==> src/rtl/amux_pkg.sv <==
package amux_pkg;

    localparam int PIN_W  = 8;
    localparam int ADDR_W = 2 * PIN_W;

    typedef enum logic [1:0] {
        ST_IDLE   = 2'd0,
        ST_HIGH   = 2'd1,
        ST_STROBE = 2'd2,
        ST_LOW    = 2'd3
    } seq_state_t;

endpackage

==> src/rtl/amux_seq_fsm.sv <==
module amux_seq_fsm
    import amux_pkg::*;
#(
    parameter int CYC_LEN = 8,
    parameter int HI_LEN  = 2
) (
    input  logic       clk,
    input  logic       rst_n,
    input  logic       start,
    output seq_state_t state,
    output logic       load
);

    localparam int CNT_W = (CYC_LEN > 1) ? $clog2(CYC_LEN) : 1;
    localparam logic [CNT_W-1:0] CNT_PRE_STROBE = CNT_W'(HI_LEN - 2);
    localparam logic [CNT_W-1:0] CNT_LAST       = CNT_W'(CYC_LEN - 1);

    seq_state_t       state_nxt;
    logic [CNT_W-1:0] cnt;

    // next-state decision
    always_comb begin
        state_nxt = state;
        unique case (state)
            ST_IDLE:   state_nxt = start ? ST_HIGH : ST_IDLE;
            ST_HIGH:   state_nxt = (cnt == CNT_PRE_STROBE) ? ST_STROBE : ST_HIGH;
            ST_STROBE: state_nxt = ST_LOW;
            ST_LOW: begin
                if (cnt == CNT_LAST) state_nxt = start ? ST_HIGH : ST_IDLE;
                else                 state_nxt = ST_LOW;
            end
            default:   state_nxt = ST_IDLE;
        endcase
    end

    assign load = (state_nxt == ST_HIGH) && (state != ST_HIGH);

    // state register
    always_ff @(posedge clk or negedge rst_n) begin
        if (!rst_n) state <= ST_IDLE;
        else        state <= state_nxt;
    end

    // position within the cycle
    always_ff @(posedge clk or negedge rst_n) begin
        if (!rst_n)                cnt <= '0;
        else if (load)             cnt <= '0;
        else if (state != ST_IDLE) cnt <= cnt + CNT_W'(1);
    end

    // the counter never runs past the cycle length
    p_cnt_range_r6: assert property (@(posedge clk) disable iff (!rst_n)
        cnt <= CNT_LAST);

    // the strobe state is entered only from the upper-byte state
    p_strobe_entry_r3: assert property (@(posedge clk) disable iff (!rst_n)
        (state == ST_STROBE) |-> ($past(state) == ST_HIGH));

    // the lower-byte state ends only on the last cycle clock
    p_low_exit_r8: assert property (@(posedge clk) disable iff (!rst_n)
        ($past(state) == ST_LOW && state != ST_LOW) |-> ($past(cnt) == CNT_LAST));

endmodule

==> src/rtl/amux_pin_drv.sv <==
module amux_pin_drv
    import amux_pkg::*;
(
    input  logic              clk,
    input  logic              rst_n,
    input  logic              load,
    input  logic [ADDR_W-1:0] core_addr,
    input  seq_state_t        state,
    output logic [PIN_W-1:0]  addr_pins,
    output logic              upper_strobe,
    output logic              low_phase
);

    logic [ADDR_W-1:0] addr_q;

    // address captured at the start edge
    always_ff @(posedge clk or negedge rst_n) begin
        if (!rst_n)    addr_q <= '0;
        else if (load) addr_q <= core_addr;
    end

    // pin outputs decoded from the state
    always_comb begin
        addr_pins    = '0;
        upper_strobe = 1'b0;
        low_phase    = 1'b0;
        unique case (state)
            ST_IDLE:   addr_pins = '0;
            ST_HIGH:   addr_pins = addr_q[ADDR_W-1:PIN_W];
            ST_STROBE: begin
                addr_pins    = addr_q[ADDR_W-1:PIN_W];
                upper_strobe = 1'b1;
            end
            ST_LOW: begin
                addr_pins = addr_q[PIN_W-1:0];
                low_phase = 1'b1;
            end
            default:   addr_pins = '0;
        endcase
    end

    // the upper byte stays put across the strobe clock
    p_strobe_hold_r3: assert property (@(posedge clk) disable iff (!rst_n)
        upper_strobe |-> $stable(addr_pins));

    // the strobe lasts a single clock
    p_strobe_single_r3: assert property (@(posedge clk) disable iff (!rst_n)
        upper_strobe |=> !upper_strobe);

    // the lower byte does not move during the low phase
    p_low_stable_r4: assert property (@(posedge clk) disable iff (!rst_n)
        (low_phase && $past(low_phase)) |-> $stable(addr_pins));

    // idle pins are quiet
    p_idle_quiet_r1: assert property (@(posedge clk) disable iff (!rst_n)
        (state == ST_IDLE) |-> (addr_pins == '0 && !upper_strobe));

endmodule

==> src/rtl/amux_demux_latch.sv <==
module amux_demux_latch
    import amux_pkg::*;
#(
    parameter int UPPER_BITS = 4
) (
    input  logic              clk,
    input  logic              rst_n,
    input  logic [PIN_W-1:0]  pins,
    input  logic              strobe,
    input  logic              low_phase,
    output logic [ADDR_W-1:0] rebuilt,
    output logic              rebuilt_valid
);

    localparam logic [ADDR_W-1:0] USED_MASK =
        ADDR_W'((32'd1 << (UPPER_BITS + PIN_W)) - 32'd1);

    logic [ADDR_W-1:0] joined;

    generate
        if (UPPER_BITS == 0) begin : g_no_upper
            assign joined = {{PIN_W{1'b0}}, pins};
        end else begin : g_upper
            logic [UPPER_BITS-1:0] upper_q;
            always_ff @(posedge clk or negedge rst_n) begin
                if (!rst_n)      upper_q <= '0;
                else if (strobe) upper_q <= pins[UPPER_BITS-1:0];
            end
            if (UPPER_BITS == PIN_W) begin : g_full
                assign joined = {upper_q, pins};
            end else begin : g_part
                assign joined = {{(PIN_W-UPPER_BITS){1'b0}}, upper_q, pins};
            end
        end
    endgenerate

    assign rebuilt_valid = low_phase;
    assign rebuilt       = low_phase ? joined : '0;

    // unused upper bits always read zero
    p_upper_zero_r5: assert property (@(posedge clk) disable iff (!rst_n)
        (rebuilt & ~USED_MASK) == '0);

    // the low byte of the rebuilt address follows the pins
    p_low_match_r5: assert property (@(posedge clk) disable iff (!rst_n)
        rebuilt_valid |-> (rebuilt[PIN_W-1:0] == pins));

    // validity begins right after the strobe
    p_valid_after_strobe_r6: assert property (@(posedge clk) disable iff (!rst_n)
        strobe |=> rebuilt_valid);

endmodule

==> src/rtl/addr_mux_seq.sv <==
module addr_mux_seq
    import amux_pkg::*;
#(
    parameter int CYC_LEN    = 8,
    parameter int HI_LEN     = 2,
    parameter int UPPER_BITS = 4
) (
    input  logic        clk,
    input  logic        rst_n,
    input  logic        cyc_start,
    input  logic [15:0] core_addr,
    output logic [7:0]  addr_pins,
    output logic        upper_strobe,
    output logic [15:0] full_addr,
    output logic        full_addr_valid
);

    seq_state_t state;
    logic       load;
    logic       low_phase;

    amux_seq_fsm #(
        .CYC_LEN (CYC_LEN),
        .HI_LEN  (HI_LEN)
    ) u_fsm (
        .clk   (clk),
        .rst_n (rst_n),
        .start (cyc_start),
        .state (state),
        .load  (load)
    );

    amux_pin_drv u_drv (
        .clk          (clk),
        .rst_n        (rst_n),
        .load         (load),
        .core_addr    (core_addr),
        .state        (state),
        .addr_pins    (addr_pins),
        .upper_strobe (upper_strobe),
        .low_phase    (low_phase)
    );

    amux_demux_latch #(
        .UPPER_BITS (UPPER_BITS)
    ) u_latch (
        .clk           (clk),
        .rst_n         (rst_n),
        .pins          (addr_pins),
        .strobe        (upper_strobe),
        .low_phase     (low_phase),
        .rebuilt       (full_addr),
        .rebuilt_valid (full_addr_valid)
    );

    // nothing is valid outside a cycle
    p_invalid_zero_r1: assert property (@(posedge clk) disable iff (!rst_n)
        !full_addr_valid |-> (full_addr == '0));

    // strobe and valid never overlap
    p_strobe_excl_r3: assert property (@(posedge clk) disable iff (!rst_n)
        !(upper_strobe && full_addr_valid));

endmodule

==> config.mk <==
export PLATFORM = sky130hd
export DESIGN_NAME = addr_mux_seq
export DESIGN_NICKNAME = d
export VERILOG_FILES = /design/src/rtl/amux_pkg.sv /design/src/rtl/amux_seq_fsm.sv /design/src/rtl/amux_pin_drv.sv /design/src/rtl/amux_demux_latch.sv /design/src/rtl/addr_mux_seq.sv
export SDC_FILE = /design/constraint.sdc
export NUM_CORES = 1
export LEC_CHECK = 0
export BUFFER_PORTS_ARGS = -buffer_cell sky130_fd_sc_hd__buf_2
export CAP_MARGIN = 25
export CORE_UTILIZATION = 40
export CTS_CLUSTER_DIAMETER = 30
export CTS_CLUSTER_SIZE = 25
export DETAILED_ROUTE_END_ITERATION = 8
export PLACE_DENSITY = 0.65
export SYNTH_ARGS = -nofsm -noshare
export SYNTH_HDL_FRONTEND = slang
export SYNTH_SLANG_ARGS = --single-unit
==> constraint.sdc <==
create_clock -name clk -period 5.3 [get_ports clk]
set_clock_uncertainty 0.1 [all_clocks]
set_input_delay 0.53 -clock clk [delete_from_list [all_inputs] [get_ports clk]]
set_output_delay 0.53 -clock clk [all_outputs]
set_load 0.01 [all_outputs]
Word-level counts from Yosys, hierarchy flattened
Index checks and enable logic that the tools add are counted.
W data, S select, Z words.
- register bits: 25
- input port bits: 19
- word-level logic and storage cells: 27
- add/sub/neg operators: 1
- eq/ne operators: 6
- mux-type cells: 10
- reductions and logical operators: 6
- operators by type and width (cell ; number):
    $pmux W8 S3 ; 1
    $mux W12 ; 1
    $pmux W2 S4 ; 1
    $mux W3 ; 2
    $eq A2 B1 Y1 const B ; 2
    $eq A2 B2 Y1 const B ; 2
    $mux W2 ; 2
    $reduce_bool A2 Y1 ; 2
    $add A3 B1 Y3 const B ; 1
    $eq A3 B3 Y1 const B ; 1
    $logic_not A3 Y1 ; 1
    $mux W1 ; 3
    $logic_not A2 Y1 ; 1
    $ne A2 B1 Y1 const B ; 1
    $reduce_or A2 Y1 ; 1
    $logic_and A1 B1 Y1 ; 1

Longest topological paths before layout
- depth after elaboration: 6
- mapped depth: 7
- gate-level depth less buffers: 5

Modules after synthesis
A second synthesis with hierarchy kept.
- cells, all modules: 116
- area total of the unflattened synthesis: 1420.1 µm²
- by module, submodules not included (module ; instances ; cells an instance ; area each (µm²) ; sequential area each (µm²)):
    amux_pin_drv ; 1 ; 58 ; 798.3 ; 400.4
    amux_seq_fsm ; 1 ; 31 ; 355.3 ; 125.1
    amux_demux_latch ; 1 ; 27 ; 266.5 ; 100.1

Worst setup path after synthesis
Ideal clock, no wire load.
- path type: reg-to-reg
- from: register u_fsm.state[0]
- to: register u_drv.addr_q[10]
- library setup time: 125 ps
- arrival: 1926 ps
- data required time: 5075 ps
- path slack: 3149 ps
- cell stages (with the launch flop): 8
- period minus slack after synthesis: 2151 ps
- cell sequence: dfrtp_1 inv_1 ha_1 buf_6 nand3b_4 a211oi_4 buf_8 mux2_4
- longest elaborated chain between the ends: 4
- RTL lines (what ; line ; source):
    from (decl) ; amux_seq_fsm.sv:10 ; output seq_state_t state,
    from (signal assigned) ; amux_seq_fsm.sv:41 ; else state <= state_nxt;
    $eq A2 B2 Y1 (tied with other cells) ; amux_seq_fsm.sv:24 ; unique case (state)
    $pmux W2 S4 ; amux_seq_fsm.sv:24 ;
    $eq A2 B1 Y1 ; amux_seq_fsm.sv:36 ; assign load = (state_nxt == ST_HIGH) && (state != ST_HIGH);
    $logic_and A1 B1 Y1 * ; amux_seq_fsm.sv:36 ;
    to (signal assigned) ; amux_pin_drv.sv:19 ; else if (load) addr_q <= core_addr;
    to (decl) ; amux_pin_drv.sv:14 ; logic [ADDR_W-1:0] addr_q;
Every way passes the cells marked *; elsewhere a longest branch is shown, timed or not.
A chain may end at the register's enable or synchronous reset.

Final worst setup path
- from: register u_fsm.state[1]
- to: register u_drv.addr_q[4]
Same word-level chain as after synthesis.

==> flow_summary.json <==
{
  "syn_inst": 115,
  "cp_slowest_cell": "a211oi_4",
  "grt_setup_unrepaired": "no",
  "comb_power_share": 0.492,
  "grt_pass1_vias": 792,
  "hold_violations": 0,
  "holdBufCountCts": 0,
  "track_usage": 0.1410,
  "synthMostInstantiatedCell": "dfrtp_1",
  "status": "finished clean",
  "worstReg2RegStart": "u_fsm.state[1]",
  "crit_arrival_ns": 2.90,
  "cts_max_level": 1,
  "netSwitchingFraction": 0.3728,
  "area.growth.synth_to_final_pct": 16.18,
  "post_drt_wl_per_cell_microns": 12.63,
  "yosys-top-cells-count": "dfrtp_1, mux2_2, and2_1",
  "dieWidth_microns": 60.50,
  "p_switching_mw": 0.3076,
  "fin_setup_tns_ns": 0,
  "dpl_cell_area_sq_mm": 0.001564,
  "grtUsageMet3": 0.03838,
  "drive_gt1_frac": 0.4276,
  "syn_area_sq_mm": 0.001369,
  "grt.busiest_layer": "met1",
  "startpoint_type": "register",
  "setup_viol": 0,
  "worstReg2RegEnd": "u_drv.addr_q[4]",
  "synth_edf_count": 0,
  "io_pins": 45,
  "nets": 180,
  "dp_slack_ns": 2.518,
  "clkSinkCount": 25,
  "maxCapViolCount": 0,
  "slew-limit-headroom": 0.2946,
  "synth_area_leaders": "dfrtp_1, mux2_2, mux2_4",
  "finalCritPeriodShare": 0.5254,
  "layout_min_cycle_time_ns": 2.784,
  "synth.distinct_cells": 22,
  "fin_area_sq_mm": 0.001590,
  "start_util": 0.4341,
  "numPortBuffers": 40,
  "crit_start": "u_fsm.state[1]",
  "synth_top_area_frac": 0.4570,
  "synthArstFlopShare": 1.000,
  "required_ns": 5.41,
  "ant_nets": 0,
  "cp_top_family": "compound AO/OA/AOI/OAI gates",
  "cts_root_buffer": "clkbuf_4",
  "internal_power_mw": 0.5174,
  "synth_top_cell_by_area": "dfrtp_1",
  "clkPwrFrac": 0.100,
  "slew_violations": 0,
  "grt_pass1_wl_mm": 3.788,
  "r2r_slack_ns": 2.52,
  "grt_overflow": 0,
  "vias": 934,
  "cts.path.max_buffers": 2,
  "drt_first_pass_iters": 4,
  "ys_seq_area_frac": 0.4570,
  "met2_usage": 0.2057,
  "path_cells": "ha_1, nand3b_4, a211oi_4, mux2_2",
  "yosys_warnings": 0,
  "wirelength_mm": 2.475,
  "tritoncts": "done",
  "power_density_mw_per_mm2": 518.8,
  "critPathCaptureType": "register",
  "antennaDiodeCount": 0,
  "die_area_sq_mm": 0.003660,
  "path_class": "register to register",
  "tightest_slew_ns": 1.055,
  "max_stage_delay_ns": 0.91,
  "die_y_microns": 60.50,
  "peakVddDrop_uv": 248.0,
  "seqPwrFrac": 0.409,
  "critPathBufInv": 0,
  "cts_buffers": 3,
  "dpl.hpwl_mm": 1.847,
  "clk_latency_ns": 0.31,
  "grtUsageMet1": 0.2065,
  "gp_congestion": 0.7143,
  "postSynthAreaPerCell_sq_um": 11.90,
  "synth_flop_cell": "dfrtp_1",
  "fin_ws_ns": 2.516,
  "grt_max_degree": 26,
  "cts_setup_buffers": 0,
  "antenna_found_initial": 0,
  "synth_seq_cells": 25,
  "core-area_sq_mm": 0.003153,
  "p_leak_nw": 0.8561,
  "rows": 20,
  "fmax_ghz": 0.3591,
  "via_per_inst": 4.765,
  "hold_path.class": "primary input to async pin",
  "drc": 0,
  "drt_iter0_markers": 23,
  "crit_fanout": 24,
  "rr_worst_depth": 4,
  "clkTransAtPathRegs_ns": 0.13,
  "ctsResizeCount": 0
}
-- worst reg2reg max path: stages, from the launching register on --
cell,delay (ns)
dfrtp_1,0.40
ha_1,0.70
nand3b_4,0.14
a211oi_4,0.91
mux2_2,0.43
-- per-stage QoR --
stage,total power [mW],utilization,hold slack [ns],cells
after floorplan,0.6463,-,0.1344,118
after global placement,0.7340,0.4960,0.3823,192
after detailed placement,0.7503,0.4960,0.3882,192
after CTS,0.8331,0.5044,0.09432,196
after global routing,0.8925,0.5044,0.1159,196
final,0.8250,0.5044,0.07359,196
-- worst max path at each step --
stage | end | slack [ns] | cells after the start
detailed placement | u_drv.addr_q[4] | 2.52 | 4
CTS | u_drv.addr_q[14] | 2.49 | 4
global route | full_addr[3] | 2.33 | 5
finish | u_drv.addr_q[4] | 2.52 | 4
global placement | u_drv.addr_q[5] | 2.63 | 4
floorplan | u_drv.addr_q[10] | 3.15 | 7
-- sequential cells by signal, summed over array words and instances (netlist names) --
| name | count |
|---|---|
| u_fsm.cnt | 3 |
| u_latch.g_upper.upper_q | 4 |
| u_drv.addr_q | 16 |
| u_fsm.state | 2 |
-- power groups by stage --
stage               sequential, mW  combinational, mW  clock (mW)
floorplan                    0.326              0.321           0
global placement             0.337              0.397           0
detailed placement           0.341              0.409           0
CTS                          0.337              0.411      0.0856
global route                 0.348              0.453      0.0911
finish                       0.337              0.406      0.0821
-- layout by cell type, fill, tap and decap left out --
cell / instances
buf_2: 40
dfrtp_1: 25
mux2_2: 13
and2_1: 12
nor2_1: 11
inv_1: 9
a22oi_1: 8
ha_1: 8
mux2_4: 7
conb_1: 4
clkbuf_4: 3
a21oi_1: 2
mux2i_1: 2
nand3b_1: 1
o21ai_0: 1
o22ai_1: 1
a32oi_1: 1
nand3b_4: 1
a211oi_4: 1
xor2_1: 1
clkbuf_1: 1
-- routing by layer --
metal | wire, microns | up-vias
li1 | - | 454
met1 | 1165 | 447
met2 | 1176 | 31
met3 | 116 | 2
met4 | 16 | 0
met5 | 0 | -
-- cell type report --
cell class	count	area (sq um)
tap	44	55.05
timing repair buffer	40	200.2
sequential	25	625.6
multi-input combinational	74	649.4
inverter	9	33.78
fill	290	1563
clock buffer	4	26.28
-- cell families (layout without fill, tap and decap cells) --
| kind of cell | after synthesis | after routing | share of synthesized area |
|---|---|---|---|
| flops | 25 | 25 | 0.4570 |
| simple gates | 25 | 25 | 0.1051 |
| mux | 22 | 22 | 0.1984 |
| buf+inv | 19 | 53 | 0.07677 |
| compound gates | 14 | 14 | 0.08044 |
| fa+ha+maj | 8 | 8 | 0.07313 |
| other cells | 1 | 4 | 0.002740 |
| xor+xnor | 1 | 1 | 0.006400 |
Note: power is estimated with default switching activity, not from simulation.
